`src/rtl/sram_wr_pkg.sv`:
```
package sram_wr_pkg;

  // minimum times in ns for one speed grade
  typedef struct packed {
    int unsigned cyc;
    int unsigned pulse;
    int unsigned addr_end;
    int unsigned sel_end;
    int unsigned dsetup;
    int unsigned hiz;
  } sram_tim_t;

  function automatic sram_tim_t grade_tim(input int unsigned grade);
    sram_tim_t t;
    if (grade == 0) begin
      t.cyc = 85;  t.pulse = 55; t.addr_end = 75;
      t.sel_end = 75; t.dsetup = 40; t.hiz = 30;
    end else begin
      t.cyc = 100; t.pulse = 60; t.addr_end = 80;
      t.sel_end = 80; t.dsetup = 40; t.hiz = 35;
    end
    return t;
  endfunction

  function automatic int unsigned ns_to_cyc(input int unsigned ns, input int unsigned per);
    return (ns + per - 1) / per;
  endfunction

  function automatic int unsigned umax(input int unsigned a, input int unsigned b);
    return (a > b) ? a : b;
  endfunction

endpackage

```
`src/rtl/sram_wr_timer.sv`:
```
module sram_wr_timer #(
  parameter int unsigned CNT_W = 4
) (
  input  logic             clk_i,
  input  logic             rst_ni,
  input  logic             clr_i,
  input  logic             en_i,
  output logic [CNT_W-1:0] cnt_o,
  output logic [CNT_W-1:0] nxt_o
);

  logic [CNT_W-1:0] cnt_q;

  always_comb begin
    if (clr_i)     nxt_o = '0;
    else if (en_i) nxt_o = cnt_q + 1'b1;
    else           nxt_o = cnt_q;
  end

  always_ff @(posedge clk_i or negedge rst_ni) begin
    if (!rst_ni) cnt_q <= '0;
    else         cnt_q <= nxt_o;
  end

  assign cnt_o = cnt_q;

endmodule

```
`src/rtl/sram_wr_ctrl.sv`:
```
module sram_wr_ctrl #(
  parameter int unsigned PULSE   = 10,
  parameter int unsigned HZ_WAIT = 4,
  parameter int unsigned CYCLE   = 11,
  parameter int unsigned CNT_W   = 4
) (
  input  logic             clk_i,
  input  logic             rst_ni,
  input  logic             req_i,
  input  logic [CNT_W-1:0] cnt_i,
  input  logic [CNT_W-1:0] nxt_i,
  output logic             accept_o,
  output logic             busy_o,
  output logic             tmr_clr_o,
  output logic             tmr_en_o,
  output logic             strobe_o,
  output logic             dq_oe_o,
  output logic             ack_o
);

  localparam logic [CNT_W-1:0] PULSE_V = CNT_W'(PULSE);
  localparam logic [CNT_W-1:0] HZ_V    = CNT_W'(HZ_WAIT);
  localparam logic [CNT_W-1:0] LAST_V  = CNT_W'(CYCLE - 1);

  logic busy_q, strobe_q, dq_oe_q, ack_q;
  logic accept, last, busy_d, in_pulse, after_hz;

  assign accept    = req_i && !busy_q;
  assign last      = busy_q && (cnt_i == LAST_V);
  assign busy_d    = accept || (busy_q && !last);
  assign in_pulse  = nxt_i < PULSE_V;

  // data drive wait: absent when the output enable is held high
  if (HZ_WAIT == 0) begin : g_no_hz
    assign after_hz = 1'b1;
  end else begin : g_hz
    assign after_hz = nxt_i >= HZ_V;
  end

  always_ff @(posedge clk_i or negedge rst_ni) begin
    if (!rst_ni) begin
      busy_q   <= 1'b0;
      strobe_q <= 1'b0;
      dq_oe_q  <= 1'b0;
      ack_q    <= 1'b0;
    end else begin
      busy_q   <= busy_d;
      strobe_q <= busy_d && in_pulse;
      dq_oe_q  <= busy_d && in_pulse && after_hz;
      ack_q    <= last;
    end
  end

  assign accept_o  = accept;
  assign busy_o    = busy_q;
  assign tmr_clr_o = accept;
  assign tmr_en_o  = busy_q;
  assign strobe_o  = strobe_q;
  assign dq_oe_o   = dq_oe_q;
  assign ack_o     = ack_q;

  // cycles the strobe has been high, for the checks below
  logic [CNT_W-1:0] lo_cnt;
  always_ff @(posedge clk_i or negedge rst_ni) begin
    if (!rst_ni)       lo_cnt <= '0;
    else if (strobe_q) lo_cnt <= lo_cnt + 1'b1;
    else               lo_cnt <= '0;
  end

  a_r3_pulse_len: assert property (@(posedge clk_i) disable iff (!rst_ni)
    $fell(strobe_q) |-> lo_cnt == PULSE_V);

  a_r4_hz_wait: assert property (@(posedge clk_i) disable iff (!rst_ni)
    $rose(dq_oe_q) |-> lo_cnt == HZ_V);

  a_r5_release: assert property (@(posedge clk_i) disable iff (!rst_ni)
    $fell(strobe_q) |-> !dq_oe_q);

  a_r5_dq_in_window: assert property (@(posedge clk_i) disable iff (!rst_ni)
    dq_oe_q |-> strobe_q);

  a_r6_ack_single: assert property (@(posedge clk_i) disable iff (!rst_ni)
    ack_q |=> !ack_q);

  a_r6_ack_idle: assert property (@(posedge clk_i) disable iff (!rst_ni)
    ack_q |-> !busy_q && !strobe_q);

  a_r8_start_from_idle: assert property (@(posedge clk_i) disable iff (!rst_ni)
    $rose(strobe_q) |-> $past(!busy_q));

endmodule

```
`src/rtl/sram_wr_seq.sv`:
```
module sram_wr_seq
  import sram_wr_pkg::*;
#(
  parameter int unsigned CLK_PERIOD_NS = 8,
  parameter int unsigned SPEED_GRADE   = 0,
  parameter bit          OE_TIED_LOW   = 1'b1,
  parameter int unsigned ADDR_W        = 18,
  parameter int unsigned DATA_W        = 16
) (
  input  logic              clk_i,
  input  logic              rst_ni,
  input  logic              req_i,
  input  logic [ADDR_W-1:0] addr_i,
  input  logic [DATA_W-1:0] data_i,
  output logic              ack_o,
  output logic [ADDR_W-1:0] sram_addr_o,
  output logic [DATA_W-1:0] sram_dq_o,
  output logic              sram_dq_oe_o,
  output logic              sram_cs1_n_o,
  output logic              sram_cs2_o,
  output logic              sram_we_n_o,
  output logic              sram_oe_n_o
);

  localparam sram_tim_t   TIM     = grade_tim(SPEED_GRADE);
  localparam int unsigned WC_C    = ns_to_cyc(TIM.cyc, CLK_PERIOD_NS);
  localparam int unsigned WP_C    = ns_to_cyc(TIM.pulse, CLK_PERIOD_NS);
  localparam int unsigned AW_C    = ns_to_cyc(TIM.addr_end, CLK_PERIOD_NS);
  localparam int unsigned CW_C    = ns_to_cyc(TIM.sel_end, CLK_PERIOD_NS);
  localparam int unsigned DW_C    = ns_to_cyc(TIM.dsetup, CLK_PERIOD_NS);
  localparam int unsigned HZ_C    = ns_to_cyc(TIM.hiz, CLK_PERIOD_NS);
  localparam int unsigned HZ_WAIT = OE_TIED_LOW ? HZ_C : 0;
  localparam int unsigned PULSE   = umax(umax(WP_C, AW_C), umax(CW_C, HZ_WAIT + DW_C));
  localparam int unsigned CYCLE   = umax(WC_C, PULSE);
  localparam int unsigned CNT_W   = $clog2(CYCLE + 1);

  logic [CNT_W-1:0] cnt, nxt;
  logic tmr_clr, tmr_en, accept, busy, strobe, dq_oe;
  logic [ADDR_W-1:0] addr_q;
  logic [DATA_W-1:0] data_q;

  sram_wr_timer #(.CNT_W(CNT_W)) u_timer (
    .clk_i  (clk_i),
    .rst_ni (rst_ni),
    .clr_i  (tmr_clr),
    .en_i   (tmr_en),
    .cnt_o  (cnt),
    .nxt_o  (nxt)
  );

  sram_wr_ctrl #(
    .PULSE   (PULSE),
    .HZ_WAIT (HZ_WAIT),
    .CYCLE   (CYCLE),
    .CNT_W   (CNT_W)
  ) u_ctrl (
    .clk_i     (clk_i),
    .rst_ni    (rst_ni),
    .req_i     (req_i),
    .cnt_i     (cnt),
    .nxt_i     (nxt),
    .accept_o  (accept),
    .busy_o    (busy),
    .tmr_clr_o (tmr_clr),
    .tmr_en_o  (tmr_en),
    .strobe_o  (strobe),
    .dq_oe_o   (dq_oe),
    .ack_o     (ack_o)
  );

  always_ff @(posedge clk_i or negedge rst_ni) begin
    if (!rst_ni) begin
      addr_q <= '0;
      data_q <= '0;
    end else if (accept) begin
      addr_q <= addr_i;
      data_q <= data_i;
    end
  end

  // one register drives all three strobes: start and end share an edge
  assign sram_addr_o  = addr_q;
  assign sram_dq_o    = data_q;
  assign sram_dq_oe_o = dq_oe;
  assign sram_cs1_n_o = ~strobe;
  assign sram_cs2_o   = strobe;
  assign sram_we_n_o  = ~strobe;
  assign sram_oe_n_o  = ~OE_TIED_LOW;

  a_r2_start_addr: assert property (@(posedge clk_i) disable iff (!rst_ni)
    $rose(strobe) |-> sram_addr_o == $past(addr_i));

  a_r7_addr_hold: assert property (@(posedge clk_i) disable iff (!rst_ni)
    busy && $past(busy) |-> $stable(sram_addr_o) && $stable(sram_dq_o));

endmodule

```
`config.mk`:
```
export PLATFORM = sky130hd
export DESIGN_NAME = sram_wr_seq
export DESIGN_NICKNAME = d
export VERILOG_FILES = /design/src/rtl/sram_wr_pkg.sv /design/src/rtl/sram_wr_timer.sv /design/src/rtl/sram_wr_ctrl.sv /design/src/rtl/sram_wr_seq.sv
export SDC_FILE = /design/constraint.sdc
export NUM_CORES = 1
export LEC_CHECK = 0
export BUFFER_PORTS_ARGS = -buffer_cell sky130_fd_sc_hd__buf_2
export CAP_MARGIN = 15
export CORE_UTILIZATION = 40
export DETAILED_ROUTE_END_ITERATION = 8
export PLACE_DENSITY = 0.79
export REMOVE_ABC_BUFFERS = 1
export SYNTH_ARGS = -nofsm -noshare
export SYNTH_HDL_FRONTEND = slang
export SYNTH_SLANG_ARGS = --single-unit
```
`constraint.sdc`:
```
create_clock -name clk_i -period 3 [get_ports clk_i]
set_input_delay 0.45 -clock clk_i [delete_from_list [all_inputs] [get_ports clk_i]]
set_output_delay 0.45 -clock clk_i [all_outputs]
set_load 0.02 [all_outputs]
```
# Yosys cells after proc, flatten, opt, wreduce, memory -nomap -nowiden
# Cells that the tools add are included.
# word_totals
regBits	42
inputBits	37
out_inout_bits	40
word_cells	22
# op_classes
add_sub_neg	1
magnitude_cmp	2
eq_ne	1
mux	2
bitwise_logic	1
reduce_logical	8
# ops
cell	count
4-bit 2-to-1 mux	2
1-bit logical AND	5
4-bit by 1-bit adder with 4-bit output, second input constant	1
4-bit == test, second input constant	1
4-bit by 3-bit greater-or-equal comparator with 1-bit output, second input constant	1
4-bit less-than comparator, second input constant	1
1-bit zero test	2
1-bit logical OR	1
1-bit inverter	1

# Depth between registers and ports, before layout
# depth
word_depth	7
depth_mapped	5
mapped_depth_nobuf	5

# Modules after synthesis
# From an unflattened synthesis, not the netlist that was laid out.
# unflattened
cells_unflattened	108
area_unflattened_um2	1815.5
# modules_own_cells
module	instances	cells_per_inst	area_each_um2	seq_area_each_um2
sram_wr_seq	1	76	1440.1	850.8
sram_wr_timer	1	16	192.7	100.1
sram_wr_ctrl	1	16	182.7	100.1

# Worst setup path after synthesis
# No wires, ideal clock.
# synth_timing
path_type	register to register
from	register u_timer.cnt_q[0], in the netlist u_timer.cnt_o[0]
to	register u_ctrl.dq_oe_q, in the netlist u_ctrl.dq_oe_o
setup_time_ns	0.079
t_arrival_ns	1.480
required_time_ns	2.921
path_slack_ns	1.441
path_stages_with_launch	6
path_buffers	0
period_less_slack_ns	1.559
path_cell_list	dfrtp_1 -> ha_1 -> mux2i_1 -> a22oi_2 -> or3_2 -> mux2i_1
# synth_between
elab_chain_cells	7
word_cells_on_any_way	12
cone_classes	1 x add/sub; 2 x order compare; 1 x eq/ne; 2 x mux; 6 x reduce/logical
# synth_lines
item	line	text
start: declaration	sram_wr_timer.sv:12	logic [CNT_W-1:0] cnt_q;
start signal: assignment	sram_wr_timer.sv:22	else cnt_q <= nxt_o;
branches (longest 6 deep; another with 4-bit by 1-bit adder with 4-bit output)	-	
1-bit logical AND (*)	sram_wr_ctrl.sv:49	dq_oe_q <= busy_d && in_pulse && after_hz;
end signal: assignment	sram_wr_ctrl.sv:49	
end: declaration	sram_wr_ctrl.sv:25	logic busy_q, strobe_q, dq_oe_q, ack_q;
# Every way passes the cells marked *.
# A chain may end at the register's enable or synchronous reset.

# Worst setup path after layout
# layout_timing
from	register u_ctrl.busy_q, in the netlist u_ctrl.busy_o
to	register addr_q[4], in the netlist sram_addr_o[4]
# layout_between
elab_chain_cells	2
# layout_lines
item	line	text
start: declaration	sram_wr_ctrl.sv:25	
start signal: assignment	sram_wr_ctrl.sv:47	busy_q <= busy_d;
1-bit zero test	sram_wr_ctrl.sv:28	assign accept = req_i && !busy_q;
1-bit logical AND	sram_wr_ctrl.sv:28	
end signal: assignment	sram_wr_seq.sv:76	addr_q <= addr_i;
end: declaration	sram_wr_seq.sv:39	logic [ADDR_W-1:0] addr_q;
# Every way passes these cells.

==> metrics <==
slew margin rel. 0.405; Core Rows 23; drt via density 4.70; Top FF cell, synth dfrtp_1; R2R depth 2; share of layout cells above drive strength 1 0.681; Max clock buf depth 2; Crit path required time 3.17 ns; status finished, final reports clean; CP endpoint sram_addr_o[4]; Post-DP Area 0.00207 mm²; Chip Height 66.8 µm; Placed Cells 225; switching share of total power 0.382; full die area 0.00447 mm²; drt wl/cell 12.2 µm; final hold violation count 0; clock buffer count from CTS 5; Worst Path Arrival 1.91 ns; initial antenna violation count 0; number of global-route vias before repair 991; H-tree levels 2; FF+latch count, synth 42; asr flop ratio synth 1.00; HPWL Detailed 2040 µm; WHS 0.291 ns; pin slew with the least headroom to its limit 0.893 ns; Post-CTS Setup Bufs 0; Synth Area per Inst 15.7 µm²; DR DRC count 0; Starting Density 0.417; net switching power 957 µW; pwr dens 1160 mW/mm²; RSZ-0062 raised after global routing no; final worst-path cycle share 0.580; core area 0.00403 mm²; top cells by area, synth dfrtp_1 63%, mux2_2 23%, mux2i_1 1.8%, ha_1 1.5%, buf_2 1.2%; CTS resizes 0; Multi-input gate area 573 µm²; worst min-delay path class primary input to async pin; reg-to-reg critical path endpoint sram_addr_o[4]; Int Pwr 1550 µW; Initial DRC Count 34; CTS root buffer clkbuf_8; Max-cap violations 0; number of port buffers 75; Synth Warn # 0; Total Nets Final 221; Final Non-Filler Cells 232; Antenna Violating Nets Remaining 0; gpl congestion 0.757; first drt pass iteration count 3; critical path launch point type flip-flop; Util after Layout 0.534; Reg2Reg Launch Point u_ctrl.busy_o; Die Wd 66.8 µm; Sink Count 42; EDFF count, synth 0; clock slew at reported path FFs 0.07 ns; Post-CTS Hold Buffers 0; crit path kind flip-flop to flip-flop; # diodes 0; Area Growth Syn to Fin 28.0%; first-pass GRT wire length 4330 µm; Mapped Cells 107; leakage 0.00110 µW; Final Critical Period 1.74 ns; FF-to-FF setup slack 1.26 ns; Final Cell Area 0.00215 mm²; Fmax 574 MHz; register area 0.00105 mm²; CP startpoint u_ctrl.busy_o; post-synth top area cell dfrtp_1; register area share after synthesis 0.625; fin. max-slew vios 0; worst clock skew 0.00130 ns; clock share of power 0.131; Tot GR Track Use 0.131; sequential share of power 0.400; drt total wl 2840 µm; Post-synth top cells 42 x dfrtp_1, 35 x mux2_2, 4 x buf_2; fill cell count 343; post-synth cell types 22; mapped cell area 0.00168 mm²; peak fanout along the critical path 34; VDD IR max 535 µV; Ports 77; TritonCTS clock tree built; # setup viols final 0; CP endpoint kind flip-flop; via count 1091; post-synth top area share 0.625; most common cell in the netlist dfrtp_1; setup_tns 0 ns; largest net degree at the start of global routing 43; worst skew pair latency 0.28 ns; total grt overflow 0; Comb pwr share 0.469
==> cell usage in the layout (no fill, tap or decap), types with 2 or more instances in the layout <==
cell and n:
buf_2 75, mux2_2 35, ha_1 2, clkinv_2 2
nor2_1 2, dfrtp_1 42, mux2i_1 3, inv_1 3
clkbuf_8 5
==> routing by layer <==
layer	track usage	wire length [µm]
met5	0	0
met2	0.211	1270
met3	0.0599	253
met4	0.0399	31
met1	0.156	1280
==> logic make-up after synthesis <==
family / after synthesis / synth area share
xor+xnor: 1 / 0.00521
buf+inv: 10 / 0.0342
compound gates: 4 / 0.0246
other cells: 1 / 0.00223
fa+ha+maj: 2 / 0.0149
simple gates: 9 / 0.0417
flops: 42 / 0.625
mux: 38 / 0.252
==> stage by stage <==
stage                     worst slack, ns  total power, µW
after CTS                            1.22             2540
after global routing                 1.17             2690
after detailed placement             1.21             2200
after floorplan                      1.44             1820
final                                1.26             2500
after global placement               1.24             2180
==> worst min path at each step <==
stage                              from         endpoint  slack, ns  depth (start not counted)
after floorplan                  rst_ni   sram_addr_o[0]       0.15                          0
after global routing             rst_ni  sram_addr_o[13]       0.37                          1
final                            rst_ni  sram_addr_o[13]       0.29                          1
after global placement     sram_dq_o[6]     sram_dq_o[6]       0.49                          1
after detailed placement  sram_dq_o[12]    sram_dq_o[12]       0.49                          1
after CTS                        rst_ni  sram_addr_o[13]       0.32                          1
==> registers in the layout, summed over array words and instances, names as in the netlist <==
register,cells
sram_addr_o,18
sram_dq_o,16
u_ctrl.ack_o,1
u_ctrl.busy_o,1
u_ctrl.dq_oe_o,1
u_ctrl.strobe_o,1
u_timer.cnt_o,4
==> critical path: stages, from the launching register on <==
cell     delay [ns]
dfrtp_1        0.45
and2b_2        0.74
mux2_2         0.42
==> power by group through the flow <==
| stage | sequential [µW] | combinational (µW) | clock [µW] |
|---|---|---|---|
| 3_3_place_gp | 1010 | 1170 | 0 |
| 5_1_grt | 1050 | 1270 | 372 |
| 2_1_floorplan | 1320 | 505 | 0 |
| 3_5_place_dp | 1010 | 1190 | 0 |
| 6_report | 1000 | 1170 | 329 |
| 4_1_cts | 1000 | 1190 | 347 |
==> layout make-up <==
type	instances	area share
timing repair buffer	75	0.174
multi-input combinational	55	0.266
clock buffer	5	0.0320
inverter	3	0.00523
clock inverter	2	0.00465
sequential	42	0.488
tap	50	0.0291
Power figures use the tool's default switching activity.
